--- config.mk ---
export PLATFORM = sky130hd
export DESIGN_NAME = tlbpar_array
export DESIGN_NICKNAME = d
export VERILOG_FILES = /design/src/rtl/tlbpar_pkg.sv /design/src/rtl/tlbpar_pgen.sv /design/src/rtl/tlbpar_store.sv /design/src/rtl/tlbpar_ctrl.sv /design/src/rtl/tlbpar_array.sv
export SDC_FILE = /design/constraint.sdc
export NUM_CORES = 2
export LEC_CHECK = 0
export BUFFER_PORTS_ARGS = -buffer_cell sky130_fd_sc_hd__buf_2
export CAP_MARGIN = 5
export CORE_UTILIZATION = 62
export DETAILED_ROUTE_END_ITERATION = 10
export GPL_ROUTABILITY_DRIVEN = 0
export PLACE_DENSITY = 0.79
export SLEW_MARGIN = 0
export SYNTH_ARGS = -nofsm -noshare
export SYNTH_HDL_FRONTEND = slang
export SYNTH_SLANG_ARGS = --single-unit
export TNS_END_PERCENT = 30
--- constraint.sdc ---
create_clock -name clk -period 3.97 [get_ports clk]
set_input_delay 0.5955 -clock clk [delete_from_list [all_inputs] [get_ports clk]]
set_output_delay 0.5955 -clock clk [all_outputs]
set_load 0.02 [all_outputs]
--- src/rtl/tlbpar_pkg.sv ---
package tlbpar_pkg;
    typedef enum logic [1:0] {
        OP_READ   = 2'd0,
        OP_SEARCH = 2'd1,
        OP_IFILL  = 2'd2,
        OP_DFILL  = 2'd3
    } op_kind_e;

    typedef enum logic [1:0] {
        ST_IDLE   = 2'd0,
        ST_LOOKUP = 2'd1,
        ST_TRAP   = 2'd2
    } ctl_state_e;

    localparam int STB_SUMM = 0;
    localparam int STB_TLBE = 1;
    localparam int STB_IMPR = 2;
    localparam int STB_GRP  = 3;
endpackage

--- src/rtl/tlbpar_pgen.sv ---
module tlbpar_pgen #(
    parameter int DW = 32,
    parameter int NG = 4
) (
    input  logic [DW-1:0] data,
    input  logic [NG-1:0] flip,
    output logic [NG-1:0] par
);
    localparam int GW = DW / NG;

    for (genvar g = 0; g < NG; g++) begin : g_grp
        assign par[g] = (^data[g*GW +: GW]) ^ flip[g];
    end
endmodule

--- src/rtl/tlbpar_store.sv ---
module tlbpar_store #(
    parameter int DEPTH = 64,
    parameter int DW    = 32,
    parameter int NG    = 4,
    localparam int IW   = $clog2(DEPTH)
) (
    input  logic          clk,
    input  logic          rst_n,
    input  logic          wr_en,
    input  logic [IW-1:0] wr_idx,
    input  logic [DW-1:0] wr_data,
    input  logic [NG-1:0] wr_par,
    input  logic          rd_en,
    input  logic [IW-1:0] rd_idx,
    output logic [DW-1:0] rd_data,
    output logic [NG-1:0] rd_par,
    output logic          rd_vld
);
    logic [DW+NG-1:0] mem [DEPTH];
    logic [DEPTH-1:0] vld_q;

    always_ff @(posedge clk) begin
        if (wr_en) mem[wr_idx] <= {wr_par, wr_data};
        if (rd_en) {rd_par, rd_data} <= mem[rd_idx];
    end

    always_ff @(posedge clk or negedge rst_n) begin
        if (!rst_n) begin
            vld_q  <= '0;
            rd_vld <= 1'b0;
        end else begin
            if (rd_en) rd_vld <= vld_q[rd_idx];
            if (wr_en) vld_q[wr_idx] <= 1'b1;
        end
    end

    // a written entry becomes valid
    assert_write_sets_valid_R2: assert property (@(posedge clk) disable iff (!rst_n)
        wr_en |=> vld_q[$past(wr_idx)]);
endmodule

--- src/rtl/tlbpar_ctrl.sv ---
module tlbpar_ctrl
    import tlbpar_pkg::*;
#(
    parameter int DW  = 32,
    parameter int NG  = 4,
    parameter int AW  = 32,
    parameter int MSW = 8,
    localparam int SW = STB_GRP + NG
) (
    input  logic           clk,
    input  logic           rst_n,
    input  logic           op_valid,
    input  logic [1:0]     op_kind,
    input  logic [AW-1:0]  op_pc,
    input  logic [MSW-1:0] msr_in,
    input  logic           recov_en,
    input  logic           me_set,
    input  logic           st_clr_en,
    input  logic [SW-1:0]  st_clr_mask,
    input  logic           ent_vld,
    input  logic [DW-1:0]  ent_data,
    input  logic [NG-1:0]  ent_par,
    input  logic [NG-1:0]  syndrome,
    output logic           op_ready,
    output logic           op_accept,
    output logic           res_valid,
    output logic           res_hit,
    output logic           res_err,
    output logic [DW-1:0]  res_data,
    output logic [NG-1:0]  res_par,
    output logic           flush,
    output logic           mck_req,
    output logic           me,
    output logic [AW-1:0]  save_pc,
    output logic [MSW-1:0] save_msr,
    output logic [SW-1:0]  status
);
    ctl_state_e    state_q, state_d;
    op_kind_e      kind_q;
    logic [AW-1:0] pc_q;
    logic          me_q;
    logic          in_lookup, err, is_read, suppress, take_trap, precise;
    logic [NG-1:0] grp_hit;

    assign in_lookup = (state_q == ST_LOOKUP);
    assign grp_hit   = ent_vld ? syndrome : '0;
    assign err       = in_lookup && (|grp_hit);
    assign is_read   = (kind_q == OP_READ);
    assign precise   = me_q && (!is_read || recov_en);
    assign suppress  = err && (!is_read || precise);
    assign take_trap = err && me_q;
    assign op_accept = op_valid && (state_q == ST_IDLE);

    always_comb begin
        state_d = state_q;
        unique case (state_q)
            ST_IDLE:   if (op_valid) state_d = ST_LOOKUP;
            ST_LOOKUP: state_d = take_trap ? ST_TRAP : ST_IDLE;
            ST_TRAP:   state_d = ST_IDLE;
            default:   state_d = ST_IDLE;
        endcase
    end

    always_ff @(posedge clk or negedge rst_n) begin
        if (!rst_n) state_q <= ST_IDLE;
        else        state_q <= state_d;
    end

    always_comb begin
        op_ready  = (state_q == ST_IDLE);
        res_valid = in_lookup && !suppress;
        res_hit   = res_valid && ent_vld;
        res_err   = res_valid && err;
        res_data  = res_hit ? ent_data : '0;
        res_par   = res_hit ? ent_par  : '0;
        flush     = suppress;
        mck_req   = (state_q == ST_TRAP);
        me        = me_q;
    end

    always_ff @(posedge clk or negedge rst_n) begin
        if (!rst_n) begin
            kind_q   <= OP_READ;
            pc_q     <= '0;
            me_q     <= 1'b0;
            save_pc  <= '0;
            save_msr <= '0;
            status   <= '0;
        end else begin
            if (op_accept) begin
                kind_q <= op_kind_e'(op_kind);
                pc_q   <= op_pc;
            end
            if (take_trap) begin
                me_q     <= 1'b0;
                save_pc  <= pc_q;
                save_msr <= {msr_in[MSW-1:1], me_q};
            end else if (me_set) begin
                me_q <= 1'b1;
            end
            if (err) begin
                status <= (st_clr_en ? (status & ~st_clr_mask) : status)
                        | SW'({grp_hit, !precise, 1'b1, 1'b1});
            end else if (st_clr_en) begin
                status <= status & ~st_clr_mask;
            end
        end
    end

    // the enable bit is already clear while the request is raised
    assert_trap_clears_me_R7: assert property (@(posedge clk) disable iff (!rst_n)
        (state_q == ST_TRAP) |-> !me_q);
    // one-cycle request
    assert_mck_pulse_R7: assert property (@(posedge clk) disable iff (!rst_n)
        mck_req |=> !mck_req);
    // searches and refills never complete with an error
    assert_no_bad_fill_R8: assert property (@(posedge clk) disable iff (!rst_n)
        (res_valid && kind_q != OP_READ) |-> !res_err);
    // a set error bit survives unless it is cleared
    assert_status_sticky_R10: assert property (@(posedge clk) disable iff (!rst_n)
        (status[STB_TLBE] && !(st_clr_en && st_clr_mask[STB_TLBE])) |=> status[STB_TLBE]);
    // after a result or flush the controller is idle or trapping
    assert_return_idle_R11: assert property (@(posedge clk) disable iff (!rst_n)
        (res_valid || flush) |=> (op_ready || mck_req));
endmodule

--- src/rtl/tlbpar_array.sv ---
module tlbpar_array
    import tlbpar_pkg::*;
#(
    parameter int DEPTH = 64,
    parameter int DW    = 32,
    parameter int NG    = 4,
    parameter int AW    = 32,
    parameter int MSW   = 8,
    localparam int IW   = $clog2(DEPTH),
    localparam int SW   = STB_GRP + NG
) (
    input  logic           clk,
    input  logic           rst_n,
    input  logic           wr_en,
    input  logic [IW-1:0]  wr_idx,
    input  logic [DW-1:0]  wr_data,
    input  logic           inj_wr_en,
    input  logic [NG-1:0]  inj_val,
    input  logic           op_valid,
    input  logic [1:0]     op_kind,
    input  logic [IW-1:0]  op_idx,
    input  logic [AW-1:0]  op_pc,
    input  logic [MSW-1:0] msr_in,
    input  logic           recov_en,
    input  logic           me_set,
    input  logic           st_clr_en,
    input  logic [SW-1:0]  st_clr_mask,
    output logic           op_ready,
    output logic           res_valid,
    output logic           res_hit,
    output logic           res_err,
    output logic [DW-1:0]  res_data,
    output logic [NG-1:0]  res_par,
    output logic           flush,
    output logic           mck_req,
    output logic           me,
    output logic [AW-1:0]  save_pc,
    output logic [MSW-1:0] save_msr,
    output logic [SW-1:0]  status
);
    logic [NG-1:0] inj_q, wr_par, chk_par, ent_par, syndrome;
    logic [DW-1:0] ent_data;
    logic          ent_vld, op_accept;

    always_ff @(posedge clk or negedge rst_n) begin
        if (!rst_n)         inj_q <= '0;
        else if (inj_wr_en) inj_q <= inj_val;
    end

    tlbpar_pgen #(.DW(DW), .NG(NG)) u_wgen (
        .data(wr_data), .flip(inj_q), .par(wr_par));

    tlbpar_store #(.DEPTH(DEPTH), .DW(DW), .NG(NG)) u_store (
        .clk(clk), .rst_n(rst_n),
        .wr_en(wr_en), .wr_idx(wr_idx), .wr_data(wr_data), .wr_par(wr_par),
        .rd_en(op_accept), .rd_idx(op_idx),
        .rd_data(ent_data), .rd_par(ent_par), .rd_vld(ent_vld));

    tlbpar_pgen #(.DW(DW), .NG(NG)) u_cgen (
        .data(ent_data), .flip('0), .par(chk_par));

    assign syndrome = chk_par ^ ent_par;

    tlbpar_ctrl #(.DW(DW), .NG(NG), .AW(AW), .MSW(MSW)) u_ctrl (
        .clk(clk), .rst_n(rst_n),
        .op_valid(op_valid), .op_kind(op_kind), .op_pc(op_pc), .msr_in(msr_in),
        .recov_en(recov_en), .me_set(me_set),
        .st_clr_en(st_clr_en), .st_clr_mask(st_clr_mask),
        .ent_vld(ent_vld), .ent_data(ent_data), .ent_par(ent_par), .syndrome(syndrome),
        .op_ready(op_ready), .op_accept(op_accept),
        .res_valid(res_valid), .res_hit(res_hit), .res_err(res_err),
        .res_data(res_data), .res_par(res_par), .flush(flush), .mck_req(mck_req),
        .me(me), .save_pc(save_pc), .save_msr(save_msr), .status(status));
endmodule

==> out/metrics.csv <==
stage,metric,value,unit
outcome,status,finished with violations,
outcome,failing checks,setup timing,
global_route,largest net degree at the start of global routing,89,
sta,FMAX,246,MHz
worst_setup_path,"Req. time, crit path",3.37,ns
detailed_routing,initial drt markers,8126,
sta,Final WS setup,-0.101,ns
detailed_routing,TritonRoute pass-1 iters,6,
global_route,first-pass GRT wire length,387000,um
detailed_routing,Remaining DRCs,0,
synthesis,largest area contributor in the netlist,edfxtp_1,
clocking,Num CTS Buffers,229,
final_layout,share of cells above drive strength 1,39.4,%
min_path,HP Class,in -> reg,
worst_setup_path,WS Path Type,reg -> out,
place,dpl hpwl,139000,um
synthesis,Synth area leaders,"edfxtp_1 (74%), mux4_2 (18%), dfrtp_1 (4.0%)",
worst_setup_path,"most used cell, CP",buf_4,
sta,crit path time final,4.07,ns
synthesis,Mapped Area,95300,um2
clocking,TritonCTS clock tree,done,
synthesis,Yosys Warn Count,0,
floorplan,die area,155000,um2
worst_setup_path,Critical Path AT,3.48,ns
sta,Fin Setup TNS,-2.22,ns
clocking,Root Driver,clkbuf_16,
floorplan,Placement Rows,143,
floorplan,Chip Width,394,um
synthesis,share of the synthesized area in the top cell type,73.7,%
place,Port Buffers,193,
sta,Slew Limit Headroom,28.6,%
worst_setup_path,Worst path slowest cell,xnor3_2,
global_route,initial antenna violation count,36,
detailed_routing,vias,48900,
power,Leakage,35.4,nW
clocking,Max clock buf depth,3,
flow_run,max cap viols,0,
floorplan,Core Box Area,152000,um2
synthesis,Synth Flop Type,edfxtp_1,
synthesis,Yosys cell types,37,
synthesis,syn nets,3974,
synthesis,Synth Area per Inst,24.6,um2
synthesis,#FFs+latches synth,2493,
floorplan,I/O pin cnt,195,
detailed_routing,post-route ant nets,0,
global_route,vias in the first global route,50300,
detailed_routing,DR vias/cell,7.37,
detailed_routing,DR WL/cell,42.4,um
synthesis,Post-Syn Instances,3869,
clocking,clock latency reported for the late side of the worst-skew pair,0.88,ns
sta,count of pins over their slew limit,0,
sta,final worst path period share,103,%
sta,Final Hold Fails,0,
floorplan,Initial Util,62.6,%
global_route,GRT Util Overall,36.6,%
final_layout,synthesis-to-finish area growth,14.8,%
synthesis,"EDFF count, synth",2340,
worst_setup_path,CP endpoint kind,primary output,
worst_setup_path,CP max FO,5,
clocking,"Reg clk slew, reported paths",0.06,ns
synthesis,sequential area share after synthesis,77.7,%
power,pwr dens,545,nW/um2
worst_setup_path,worst-path cell chain,xor2_2 -> xnor3_2 -> xnor2_4 -> buf_6 -> a41oi_4 -> buf_12 -> nor3b_2 -> buf_4 -> buf_4,
worst_setup_path,slowest cell delay on critical path,0.57,ns
power,VDD IR max,0.000493,V
worst_setup_path,startpoint types,register,
floorplan,die height,394,um
sta,# setup viols final,37,
clocking,H-tree Lvls,4,
final_layout,final net count,4504,
sta,Worst Max-Slew Pin Slew,1.07,ns
sta,worst clock skew,0.0450,ns
place,post-placement setup slack,0.220,ns
sta,unrepaired setup endpoints after global routing,yes,
global_route,remaining global-route overflow,0,
synthesis,ys async rst share,6.14,%
clocking,# clock sinks,2493,
detailed_routing,final wirelength,281000,um
-- power by group --
part / leakage, nW / switching (W) / internal, W
Combinational: 8.82 / 0.00412 / 0.00289
Sequential: 22.9 / 0.000600 / 0.0300
Clock: 3.62 / 0.00984 / 0.0122
Total: 35.4 / 0.0146 / 0.0451
-- synth_stat cells, drive strengths merged, types with 8 or more instances --
library cell / n
nand2: 25
xnor2: 40
mux2: 80
nor2: 71
dfrtp: 153
nor3b: 37
nor2b: 8
edfxtp: 2340
mux2i: 17
mux4: 766
clkbuf: 82
xor2: 16
buf: 117
or2: 66
-- critical path: cells and delay by family, from the launching register on --
kind            cells  cell delay (ns)
buf+inv             4             0.66
simple gates        1             0.21
flops               1             0.52
compound gates      1             0.14
xor+xnor            3             1.07
-- cell type report --
type / instances / area (um2)
clock buffer: 304 / 6280
antenna: 16 / 40.0
tap: 2030 / 2540
clock inverter: 122 / 1070
sequential: 2493 / 74100
inverter: 2 / 7.51
multi-input combinational: 1175 / 21200
fill: 7874 / 42800
timing repair buffer: 498 / 4290
-- cell usage in the layout (no fill, tap or decap), types with 49 or more instances in the layout --
cell and instances:
buf_12 58, buf_2 151, buf_4 227, clkbuf_1 57
clkbuf_16 238, clkinv_2 51, dfrtp_1 153, dlygate4sd3_1 49
edfxtp_1 2340, mux2_2 80, mux4_2 766, nor2_4 62
or2_2 66
-- cells by family after synthesis --
| logic type | Yosys count | synth area share (%) |
|---|---|---|
| multiplexers | 863 | 19.2 |
| flip-flops | 2493 | 77.7 |
| AO/OA/AOI/OAI | 20 | 0.139 |
| XOR/XNOR | 60 | 0.609 |
| buffers and inverters | 201 | 0.988 |
| AND/OR/NAND/NOR | 232 | 1.32 |
-- metrics by stage --
step	instance area [um2]	util (%)	power, W	cells	hold slack [ns]
floorplan	95300	-	0.0343	3869	0.300
global placement	101000	66.4	0.0367	6136	0.445
detailed placement	101000	66.4	0.0370	6136	0.450
CTS	109000	71.8	0.0590	6619	0.00406
global route	109000	71.9	0.0608	6632	0.0270
finish	109000	71.9	0.0597	6640	0.0550
-- worst paths after layout --
check                                     from                 end  slack [ns]  cells past startpoint
max                        u_store.rd_data[10]          res_par[2]       -0.10                      9
min                                  inj_wr_en            inj_q[3]        0.06                      2
max reg2reg                u_store.rd_data[10]   u_ctrl.save_pc[7]        0.86                      8
min reg2reg                 u_ctrl.save_msr[0]  u_ctrl.save_msr[0]        0.47                      1
max in group asynchronous                rst_n     u_ctrl.pc_q[27]        2.67                      3
min in group asynchronous                rst_n  u_ctrl.save_pc[10]        0.35                      2
-- registers in the layout (all words and copies together) (netlist names), 4 cells and up --
name / count
u_store.mem: 2304
u_ctrl.save_pc: 32
u_ctrl.status: 7
u_ctrl.pc_q: 32
u_store.rd_par: 4
u_store.vld_q: 64
inj_q: 4
u_ctrl.save_msr: 8
u_store.rd_data: 32
-- layer usage --
metal | part of all wire [%] | up-vias | global-route usage, %
met1 | 31 | 25400 | 45.3
met4 | 6.4 | 18 | 20.9
li1 | - | 17700 | -
met3 | 13 | 1015 | 9.72
met2 | 50 | 4809 | 59.2
met5 | 0.040 | - | 0
-- repair_timing --
action	in CTS	in global routing
resized for setup	83	18
setup endpoints to repair	40	40
hold buffers	49	0
gates cloned	0	1
setup buffers	8	4
hold endpoints to repair	124	0
pin swaps	28	10
No activity file was read; power rests on OpenSTA's default activity.
